$ cat src/rtl/wdt_pkg.sv
`timescale 1ns/1ps
package wdt_pkg;

    typedef enum logic [1:0] {
        LVL_FLOAT = 2'b00,
        LVL_LOW   = 2'b01,
        LVL_HIGH  = 2'b10
    } lvl_e;

    function automatic lvl_e decode_lvl(input logic [1:0] code);
        case (code)
            2'b10:   return LVL_HIGH;
            2'b01:   return LVL_LOW;
            default: return LVL_FLOAT;
        endcase
    endfunction

    function automatic longint unsigned ticks_of(input longint unsigned hz,
                                                 input longint unsigned ms);
        return (hz * ms) / 64'd1000;
    endfunction

endpackage

$ cat src/rtl/wdt_level_track.sv
`timescale 1ns/1ps
module wdt_level_track
    import wdt_pkg::*;
(
    input  logic       clk,
    input  logic       rst_n,
    input  logic [1:0] code_i,
    output logic       driven_o,
    output logic       kick_o
);

    typedef struct packed {
        lvl_e prev;
    } trk_t;

    trk_t trk_d, trk_q;
    lvl_e cur;

    always_comb begin
        cur       = decode_lvl(code_i);
        driven_o  = (cur != LVL_FLOAT);
        kick_o    = driven_o && (cur != trk_q.prev);
        trk_d     = trk_q;
        trk_d.prev = cur;
    end

    always_ff @(posedge clk or negedge rst_n) begin
        if (!rst_n) trk_q <= '{prev: LVL_FLOAT};
        else        trk_q <= trk_d;
    end


    kick_records_driven_chk: assert property (@(posedge clk) disable iff (!rst_n)
        kick_o |=> (trk_q.prev != LVL_FLOAT));


    float_not_stored_as_driven_chk: assert property (@(posedge clk) disable iff (!rst_n)
        (code_i == 2'b11) |=> (trk_q.prev == LVL_FLOAT));

endmodule

$ cat src/rtl/wdt_timeout_count.sv
`timescale 1ns/1ps
module wdt_timeout_count #(
    parameter longint unsigned TICKS = 64'd80_000_000,
    parameter int              CW    = 27
) (
    input  logic clk,
    input  logic rst_n,
    input  logic clear_i,
    output logic strobe_o
);

    localparam logic [CW-1:0] LAST = CW'(TICKS - 64'd1);

    typedef struct packed {
        logic [CW-1:0] cnt;
        logic          strobe;
    } cnt_t;

    cnt_t st_d, st_q;

    always_comb begin
        st_d = st_q;
        if (clear_i) begin
            st_d.cnt    = '0;
            st_d.strobe = 1'b0;
        end else if (st_q.cnt == LAST) begin
            st_d.cnt    = '0;
            st_d.strobe = 1'b1;
        end else begin
            st_d.cnt    = st_q.cnt + 1'b1;
            st_d.strobe = 1'b0;
        end
    end

    always_ff @(posedge clk or negedge rst_n) begin
        if (!rst_n) st_q <= '{cnt: '0, strobe: 1'b0};
        else        st_q <= st_d;
    end

    assign strobe_o = st_q.strobe;


    cnt_in_range_chk: assert property (@(posedge clk) disable iff (!rst_n)
        64'(st_q.cnt) < TICKS);


    strobe_single_chk: assert property (@(posedge clk) disable iff (!rst_n)
        st_q.strobe |=> !st_q.strobe);


    restart_after_strobe_chk: assert property (@(posedge clk) disable iff (!rst_n)
        st_q.strobe |-> (st_q.cnt == '0));


    clear_holds_zero_chk: assert property (@(posedge clk) disable iff (!rst_n)
        clear_i |=> (st_q.cnt == '0 && !st_q.strobe));

endmodule

$ cat src/rtl/wdt_tri_watchdog.sv
`timescale 1ns/1ps
module wdt_tri_watchdog
    import wdt_pkg::*;
#(
    parameter int unsigned CLK_HZ     = 50_000_000,
    parameter int unsigned TIMEOUT_MS = 1600
) (
    input  logic       clk,
    input  logic       rst_n,
    input  logic [1:0] svc_code_i,
    input  logic       rst_active_i,
    output logic       tmo_strobe_o
);

    localparam longint unsigned TICKS = ticks_of(64'(CLK_HZ), 64'(TIMEOUT_MS));
    localparam int              CW    = (TICKS > 64'd2) ? $clog2(TICKS) : 1;

    logic driven;
    logic kick;
    logic clear;

    wdt_level_track u_trk (
        .clk      (clk),
        .rst_n    (rst_n),
        .code_i   (svc_code_i),
        .driven_o (driven),
        .kick_o   (kick)
    );

    always_comb clear = rst_active_i || !driven || kick;

    wdt_timeout_count #(.TICKS(TICKS), .CW(CW)) u_cnt (
        .clk      (clk),
        .rst_n    (rst_n),
        .clear_i  (clear),
        .strobe_o (tmo_strobe_o)
    );


    rst_blocks_strobe_chk: assert property (@(posedge clk) disable iff (!rst_n)
        rst_active_i |=> !tmo_strobe_o);


    float_blocks_strobe_chk: assert property (@(posedge clk) disable iff (!rst_n)
        (svc_code_i == 2'b00 || svc_code_i == 2'b11) |=> !tmo_strobe_o);


    strobe_needs_steady_chk: assert property (@(posedge clk) disable iff (!rst_n)
        $rose(tmo_strobe_o) |-> $past(!rst_active_i && svc_code_i != 2'b00 && svc_code_i != 2'b11));

endmodule

$ cat config.mk
export PLATFORM = sky130hd
export DESIGN_NAME = wdt_tri_watchdog
export DESIGN_NICKNAME = d
export VERILOG_FILES = /design/src/rtl/wdt_pkg.sv /design/src/rtl/wdt_level_track.sv /design/src/rtl/wdt_timeout_count.sv /design/src/rtl/wdt_tri_watchdog.sv
export SDC_FILE = /design/constraint.sdc
export NUM_CORES = 1
export LEC_CHECK = 0
export ABC_AREA = 1
export BUFFER_PORTS_ARGS = -buffer_cell sky130_fd_sc_hd__buf_2
export CAP_MARGIN = 40
export CELL_PAD_IN_SITES_DETAIL_PLACEMENT = 1
export CELL_PAD_IN_SITES_GLOBAL_PLACEMENT = 1
export CORE_UTILIZATION = 40
export CTS_BUF_LIST = sky130_fd_sc_hd__clkbuf_16
export CTS_CLUSTER_SIZE = 25
export DETAILED_ROUTE_END_ITERATION = 16
export GPL_TIMING_DRIVEN = 1
export PLACE_DENSITY = 0.76
export SKIP_LAST_GASP = 1
export SLEW_MARGIN = 25
export SYNTH_ARGS = -nofsm -noshare
export SYNTH_HDL_FRONTEND = slang
export SYNTH_SLANG_ARGS = --single-unit
$ cat constraint.sdc
create_clock -name clk -period 1.48 [get_ports clk]
set_input_delay 0.296 -clock clk [delete_from_list [all_inputs] [get_ports clk]]
set_output_delay 0.296 -clock clk [all_outputs]
set_load 0.01 [all_outputs]
* Yosys cells after proc, flatten, opt, wreduce, memory -nomap -nowiden
Index checks and enable logic that the tools add are counted.
W data, S select, Z words.
** Operators by class
- Add/sub/neg operators :: 1
- Eq/ne operators :: 4
- Mux-type cells :: 3
- Reductions and logical operators :: 5
** Operators with widths (number)
- $mux W28 :: 2
- $add A27 B1 Y27 const B :: 1
- $eq A27 B27 Y1 const B :: 1
- $pmux W2 S2 :: 1
- $eq A2 B1 Y1 const B :: 1
- $eq A2 B2 Y1 const B :: 1
- $logic_or A1 B1 Y1 :: 2
- $ne A2 B2 Y1 :: 1
- $reduce_bool A2 Y1 :: 1
- $logic_and A1 B1 Y1 :: 1
- $logic_not A1 Y1 :: 1
** Word-level totals
- Register bits after elaboration :: 30

* Logic depth before layout (Yosys ltp)
- Word-level depth :: 7
- Mapped depth :: 9

* Hierarchy
Synthesis repeated with hierarchy kept, for this count alone.
** Second synthesis, totals
- Cells, all modules :: 255
- Area total of the unflattened synthesis :: 1830.5 sq um
** By module, submodules not included
- wdt_timeout_count :: instances 1, cells an instance 234, area an instance 1685.4 sq um, sequential area each 700.7 sq um
- wdt_level_track :: instances 1, cells an instance 18, area an instance 132.6 sq um, sequential area each 50.0 sq um
- wdt_tri_watchdog :: instances 1, cells an instance 3, area an instance 12.5 sq um, sequential area each 0.0 sq um

* Least setup slack after synthesis
OpenSTA, ideal clock, no wires.
- Path kind :: reg-to-reg
- Start point :: reg u_cnt.st_q[1] in the netlist's numbering
- End point :: reg u_cnt.st_q[13] in the netlist's numbering
- Library setup time :: 0.119 ns
- Data arrival time :: 1.288 ns
- Data required time :: 1.361 ns
- Path slack :: 0.073 ns
- Cell stages (with the launch flop) :: 10
- Path buffers :: 1
- Path through :: dfrtp_1 -> ha_1 -> nand2_2 -> nor2_4 -> nand2_4 -> nor2_2 -> nand2_2 -> nand2_2 -> buf_6 -> nor2_1
** RTL lines
- start, declared :: line wdt_timeout_count.sv:19 : cnt_t st_d, st_q;
- start signal, assigned :: line wdt_timeout_count.sv:36 : if (!rst_n) st_q <= '{cnt: '0, strobe: 1'b0};
- start signal, assigned :: line wdt_timeout_count.sv:37 : else st_q <= st_d;

==> impl_metrics.xml <==
<?xml version="1.0" encoding="UTF-8"?>
<metrics>
  <group name="setup_path">
    <metric name="ff2ff_setup_slack" unit="ns">-0.04</metric>
    <metric name="critPathCaptureType" unit="">flop</metric>
    <metric name="cp_top_family" unit="">simple AND/OR/NAND/NOR gates</metric>
    <metric name="worst-endpoint-arrival" unit="ns">1.68</metric>
    <metric name="biggest_fanout_along_the_worst_timing_path" unit="">4</metric>
    <metric name="crit_path_max_incr_delay" unit="ns">0.46</metric>
    <metric name="worstPathBufferInverterCount" unit="">0</metric>
    <metric name="startpoint_type" unit="">flop</metric>
    <metric name="crit-reg2reg-capture" unit="">u_cnt.st_q[27]</metric>
    <metric name="worst_path_most_repeated_cell" unit="">sky130_fd_sc_hd__nor2_1</metric>
    <metric name="crit_path_cells" unit="">nand2_1 &gt; nor2_1 &gt; nand2_1 &gt; nor2_1 &gt; nand3_1 &gt; nand3_1 &gt; nor2_1</metric>
    <metric name="cp.required" unit="ns">1.64</metric>
    <metric name="r2r.worst_path.cells" unit="">7</metric>
    <metric name="timing.rr.start" unit="">u_cnt.st_q[16]</metric>
    <metric name="critPathSlowestCell" unit="">sky130_fd_sc_hd__dfrtp_1</metric>
    <metric name="criticalPathCategory" unit="">flop to flop</metric>
  </group>
  <group name="timing">
    <metric name="fmax" unit="GHz">0.660</metric>
    <metric name="post_route_setup_tns" unit="ns">-0.125</metric>
    <metric name="setup_slack" unit="ns">-0.0355</metric>
    <metric name="timing.slew.headroom" unit="%">73.6</metric>
    <metric name="fin_skew" unit="ns">0.00698</metric>
    <metric name="setup_viol_count_final" unit="">10</metric>
    <metric name="share_of_the_cycle_needed_by_the_critical_path_after_routing" unit="%">102</metric>
    <metric name="worstMarginPinSlew" unit="ns">0.396</metric>
    <metric name="final_slew_violations" unit="">0</metric>
    <metric name="timing_hold_violations_final" unit="">0</metric>
    <metric name="rsz0062_at_grt" unit="">true</metric>
    <metric name="finalCriticalPeriod" unit="ns">1.52</metric>
  </group>
  <group name="clock_network">
    <metric name="cts_sinks" unit="">30</metric>
    <metric name="ctsLongestPathBuffers" unit="">2</metric>
    <metric name="cts.root.buffer_cell" unit="">sky130_fd_sc_hd__clkbuf_16</metric>
    <metric name="tritoncts_clock_tree" unit="">yes</metric>
    <metric name="clock_insertion_delay_worst_skew" unit="ns">0.28</metric>
    <metric name="post_cts_hold_buffer_count" unit="">0</metric>
    <metric name="cts_buffer_count" unit="">5</metric>
    <metric name="worst_setup_hold_path_clk_slew" unit="ns">0.05</metric>
    <metric name="clock_tree.htree_level_count" unit="">2</metric>
  </group>
  <group name="power_and_ir_drop">
    <metric name="comb_power_share" unit="%">5.2</metric>
    <metric name="power.density" unit="nW/um2">825</metric>
    <metric name="power_switching" unit="uW">427</metric>
    <metric name="power.total" unit="uW">1890</metric>
    <metric name="power.share.switching" unit="%">22.5</metric>
    <metric name="internal_power" unit="uW">1470</metric>
    <metric name="ir_drop" unit="mV">0.787</metric>
    <metric name="sequentialPowerShare" unit="%">43.7</metric>
    <metric name="power_leakage" unit="uW">0.000910</metric>
    <metric name="share_clk_of_total_power" unit="%">51.1</metric>
  </group>
  <group name="finish">
    <metric name="cell_count_final_fillers_out" unit="">328</metric>
    <metric name="post_route_cells_drive_above_1_share" unit="%">24.8</metric>
    <metric name="finish.utilization" unit="%">55.8</metric>
    <metric name="layout.filler_cells" unit="">513</metric>
    <metric name="design.final.nets" unit="">285</metric>
    <metric name="layout_common_cells" unit="">59 x sky130_fd_sc_hd__nand2_1, 52 x sky130_fd_sc_hd__nor2_1, 30 x sky130_fd_sc_hd__dfrtp_1</metric>
    <metric name="antenna_cells" unit="">0</metric>
    <metric name="mostFrequentLayoutCell" unit="">sky130_fd_sc_hd__nand2_1</metric>
    <metric name="area_growth_synth_to_finish" unit="%">31.1</metric>
  </group>
  <group name="synthesis">
    <metric name="netlist_top_cells_area" unit="">sky130_fd_sc_hd__dfrtp_1 43%, sky130_fd_sc_hd__nor2_1 15%, sky130_fd_sc_hd__nand2_1 13%</metric>
    <metric name="yosysTopAreaCellShare" unit="%">42.9</metric>
    <metric name="synth.cell_area" unit="um2">1750</metric>
    <metric name="number_of_standard_cells_after_synthesis" unit="">245</metric>
    <metric name="synth-warning-count" unit="">0</metric>
    <metric name="synth_sequential_area_ratio" unit="%">42.9</metric>
    <metric name="post_synth_num_cell_types" unit="">23</metric>
    <metric name="synth.largest_area_cell" unit="">sky130_fd_sc_hd__dfrtp_1</metric>
    <metric name="post_synth.cell_area_avg" unit="um2">7.15</metric>
    <metric name="syn-num-nets" unit="">253</metric>
    <metric name="ys_seq_elements" unit="">30</metric>
  </group>
  <group name="routing">
    <metric name="dr.first_iter.drc_count" unit="">63</metric>
    <metric name="route.vias.total" unit="">1668</metric>
    <metric name="drt_drc_violations_left" unit="">0</metric>
    <metric name="firstDrtPassIters" unit="">4</metric>
    <metric name="per_cell_routed_wire_length" unit="um">16.3</metric>
    <metric name="detail_route.vias_per_cell" unit="">5.09</metric>
    <metric name="antenna_nets_post_route" unit="">0</metric>
    <metric name="totalWireLength" unit="mm">5.36</metric>
  </group>
  <group name="floorplan">
    <metric name="area_of_the_die" unit="um2">4650</metric>
    <metric name="vertical_die_dimension" unit="um">68.2</metric>
    <metric name="io_pins" unit="">6</metric>
    <metric name="initial_core_util" unit="%">42.6</metric>
    <metric name="placement_rows" unit="">23</metric>
    <metric name="floorplan.die.width" unit="um">68.2</metric>
    <metric name="core_area" unit="um2">4120</metric>
  </group>
  <group name="place">
    <metric name="dp_slack" unit="ns">-0.0871</metric>
    <metric name="placed_cells_incl_taps" unit="">316</metric>
    <metric name="place.detailed.hpwl" unit="mm">3.78</metric>
    <metric name="globalplace.congestion" unit="">0.827</metric>
    <metric name="io_buffers" unit="">5</metric>
  </group>
  <group name="min_path">
    <metric name="hold_class" unit="">primary input to async pin</metric>
  </group>
  <group name="flow_run">
    <metric name="max_cap_viols" unit="">0</metric>
  </group>
  <group name="status">
    <metric name="failed_checks" unit="">setup timing</metric>
    <metric name="run_status" unit="">finished with violations</metric>
  </group>
  <group name="global_route">
    <metric name="grt_max_degree" unit="">31</metric>
    <metric name="globalRouteOverflowTotal" unit="">0</metric>
    <metric name="antenna_violations_before_repair" unit="">0</metric>
    <metric name="globalRouteTotalUtil" unit="%">25.9</metric>
    <metric name="grt_first_pass_wirelength" unit="mm">8.40</metric>
    <metric name="grt_pass1_vias" unit="">1661</metric>
  </group>
</metrics>
## what timing repair did
item / 4_1_cts / 5_1_grt
gates cloned: 1 / 0
endpoints found under the setup margin: 14 / 23
resized for setup: 10 / 33
pin swaps: 6 / 16
buffers inserted: 0 / 4
## routing by layer
metal	share of wire [%]	up-vias	GRT usage, %
met2	48	19	41.2
li1	-	817	-
met1	48	820	34.8
met4	2.3	0	7.03
met3	2.1	12	6.00
met5	0	-	0
## power groups by stage
stage	registers, uW	clock network, uW	logic (uW)
4_1_cts	828	972	88.3
3_3_place_gp	842	0	81.2
6_report	828	968	98.6
3_5_place_dp	842	0	83.4
2_1_floorplan	843	0	35.3
5_1_grt	828	1030	111
## how the worst max path moves through the flow
| stage | to | startpoint | cells after the start | slack [ns] |
|---|---|---|---|---|
| floorplan | u_cnt.st_q[13] | u_cnt.st_q[1] | 9 | 0.07 |
| global placement | u_cnt.st_q[3] | svc_code_i[0] | 9 | -0.02 |
| detailed placement | u_cnt.st_q[14] | u_cnt.st_q[1] | 8 | -0.09 |
| CTS | u_cnt.st_q[11] | u_cnt.st_q[1] | 8 | -0.02 |
| global route | u_cnt.st_q[27] | u_cnt.st_q[16] | 7 | -0.20 |
| finish | u_cnt.st_q[27] | u_cnt.st_q[16] | 7 | -0.04 |
## flip-flops by register name, indices dropped and copies added (netlist names)
register / flops
u_cnt.st_q: 27
u_cnt.strobe_o: 1
u_trk.trk_q: 2
## synth_stat cells
master / n
sky130_fd_sc_hd__nor2_1: 68
sky130_fd_sc_hd__nand2_1: 61
sky130_fd_sc_hd__dfrtp_1: 30
sky130_fd_sc_hd__inv_1: 23
sky130_fd_sc_hd__nand3_1: 17
sky130_fd_sc_hd__xor2_1: 10
sky130_fd_sc_hd__nor2_2: 5
sky130_fd_sc_hd__a21oi_1: 4
sky130_fd_sc_hd__xnor2_1: 4
sky130_fd_sc_hd__ha_1: 3
sky130_fd_sc_hd__nand2_2: 3
sky130_fd_sc_hd__nand4_1: 3
sky130_fd_sc_hd__nor3_1: 3
sky130_fd_sc_hd__o21ai_0: 2
sky130_fd_sc_hd__and2_1: 1
sky130_fd_sc_hd__buf_2: 1
sky130_fd_sc_hd__buf_6: 1
sky130_fd_sc_hd__nand2_4: 1
sky130_fd_sc_hd__nand3b_1: 1
sky130_fd_sc_hd__nor2_4: 1
sky130_fd_sc_hd__nor3b_1: 1
sky130_fd_sc_hd__o21ai_1: 1
sky130_fd_sc_hd__or2_1: 1
## per-stage QoR
step	hold slack, ns	cell area, um2
after floorplan	0.000409	1750
after global placement	0.336	1970
after detailed placement	0.336	1970
after CTS	0.0480	2150
after global routing	0.0754	2300
final	0.0251	2300
## final cells by class
cell class | instances | area (um2) | share of cell area [%]
clock buffers | 5 | 125 | 5.45
clock inverters | 3 | 12.5 | 0.545
inverters | 23 | 86.3 | 3.76
multi-input cells | 191 | 1060 | 46.0
flip-flops and latches | 30 | 751 | 32.7
well taps | 50 | 62.6 | 2.72
repair buffers | 26 | 203 | 8.82
## cells by family (layout without fill, tap and decap cells)
| family | after synthesis | after routing | share of synthesized area, % |
|---|---|---|---|
| xor+xnor | 14 | 14 | 7.00 |
| simple gates | 166 | 167 | 40.1 |
| compound gates | 7 | 7 | 2.00 |
| buf+inv | 25 | 57 | 5.86 |
| flops | 30 | 30 | 42.9 |
| fa+ha+maj | 3 | 3 | 2.14 |
## worst reg2reg max path: stages, from the launching register on
cell	delay, ns
sky130_fd_sc_hd__dfrtp_1	0.46
sky130_fd_sc_hd__nand2_1	0.13
sky130_fd_sc_hd__nor2_1	0.21
sky130_fd_sc_hd__nand2_1	0.14
sky130_fd_sc_hd__nor2_1	0.21
sky130_fd_sc_hd__nand3_1	0.10
sky130_fd_sc_hd__nand3_1	0.11
sky130_fd_sc_hd__nor2_1	0.05
Power figures use the tool's default switching activity.
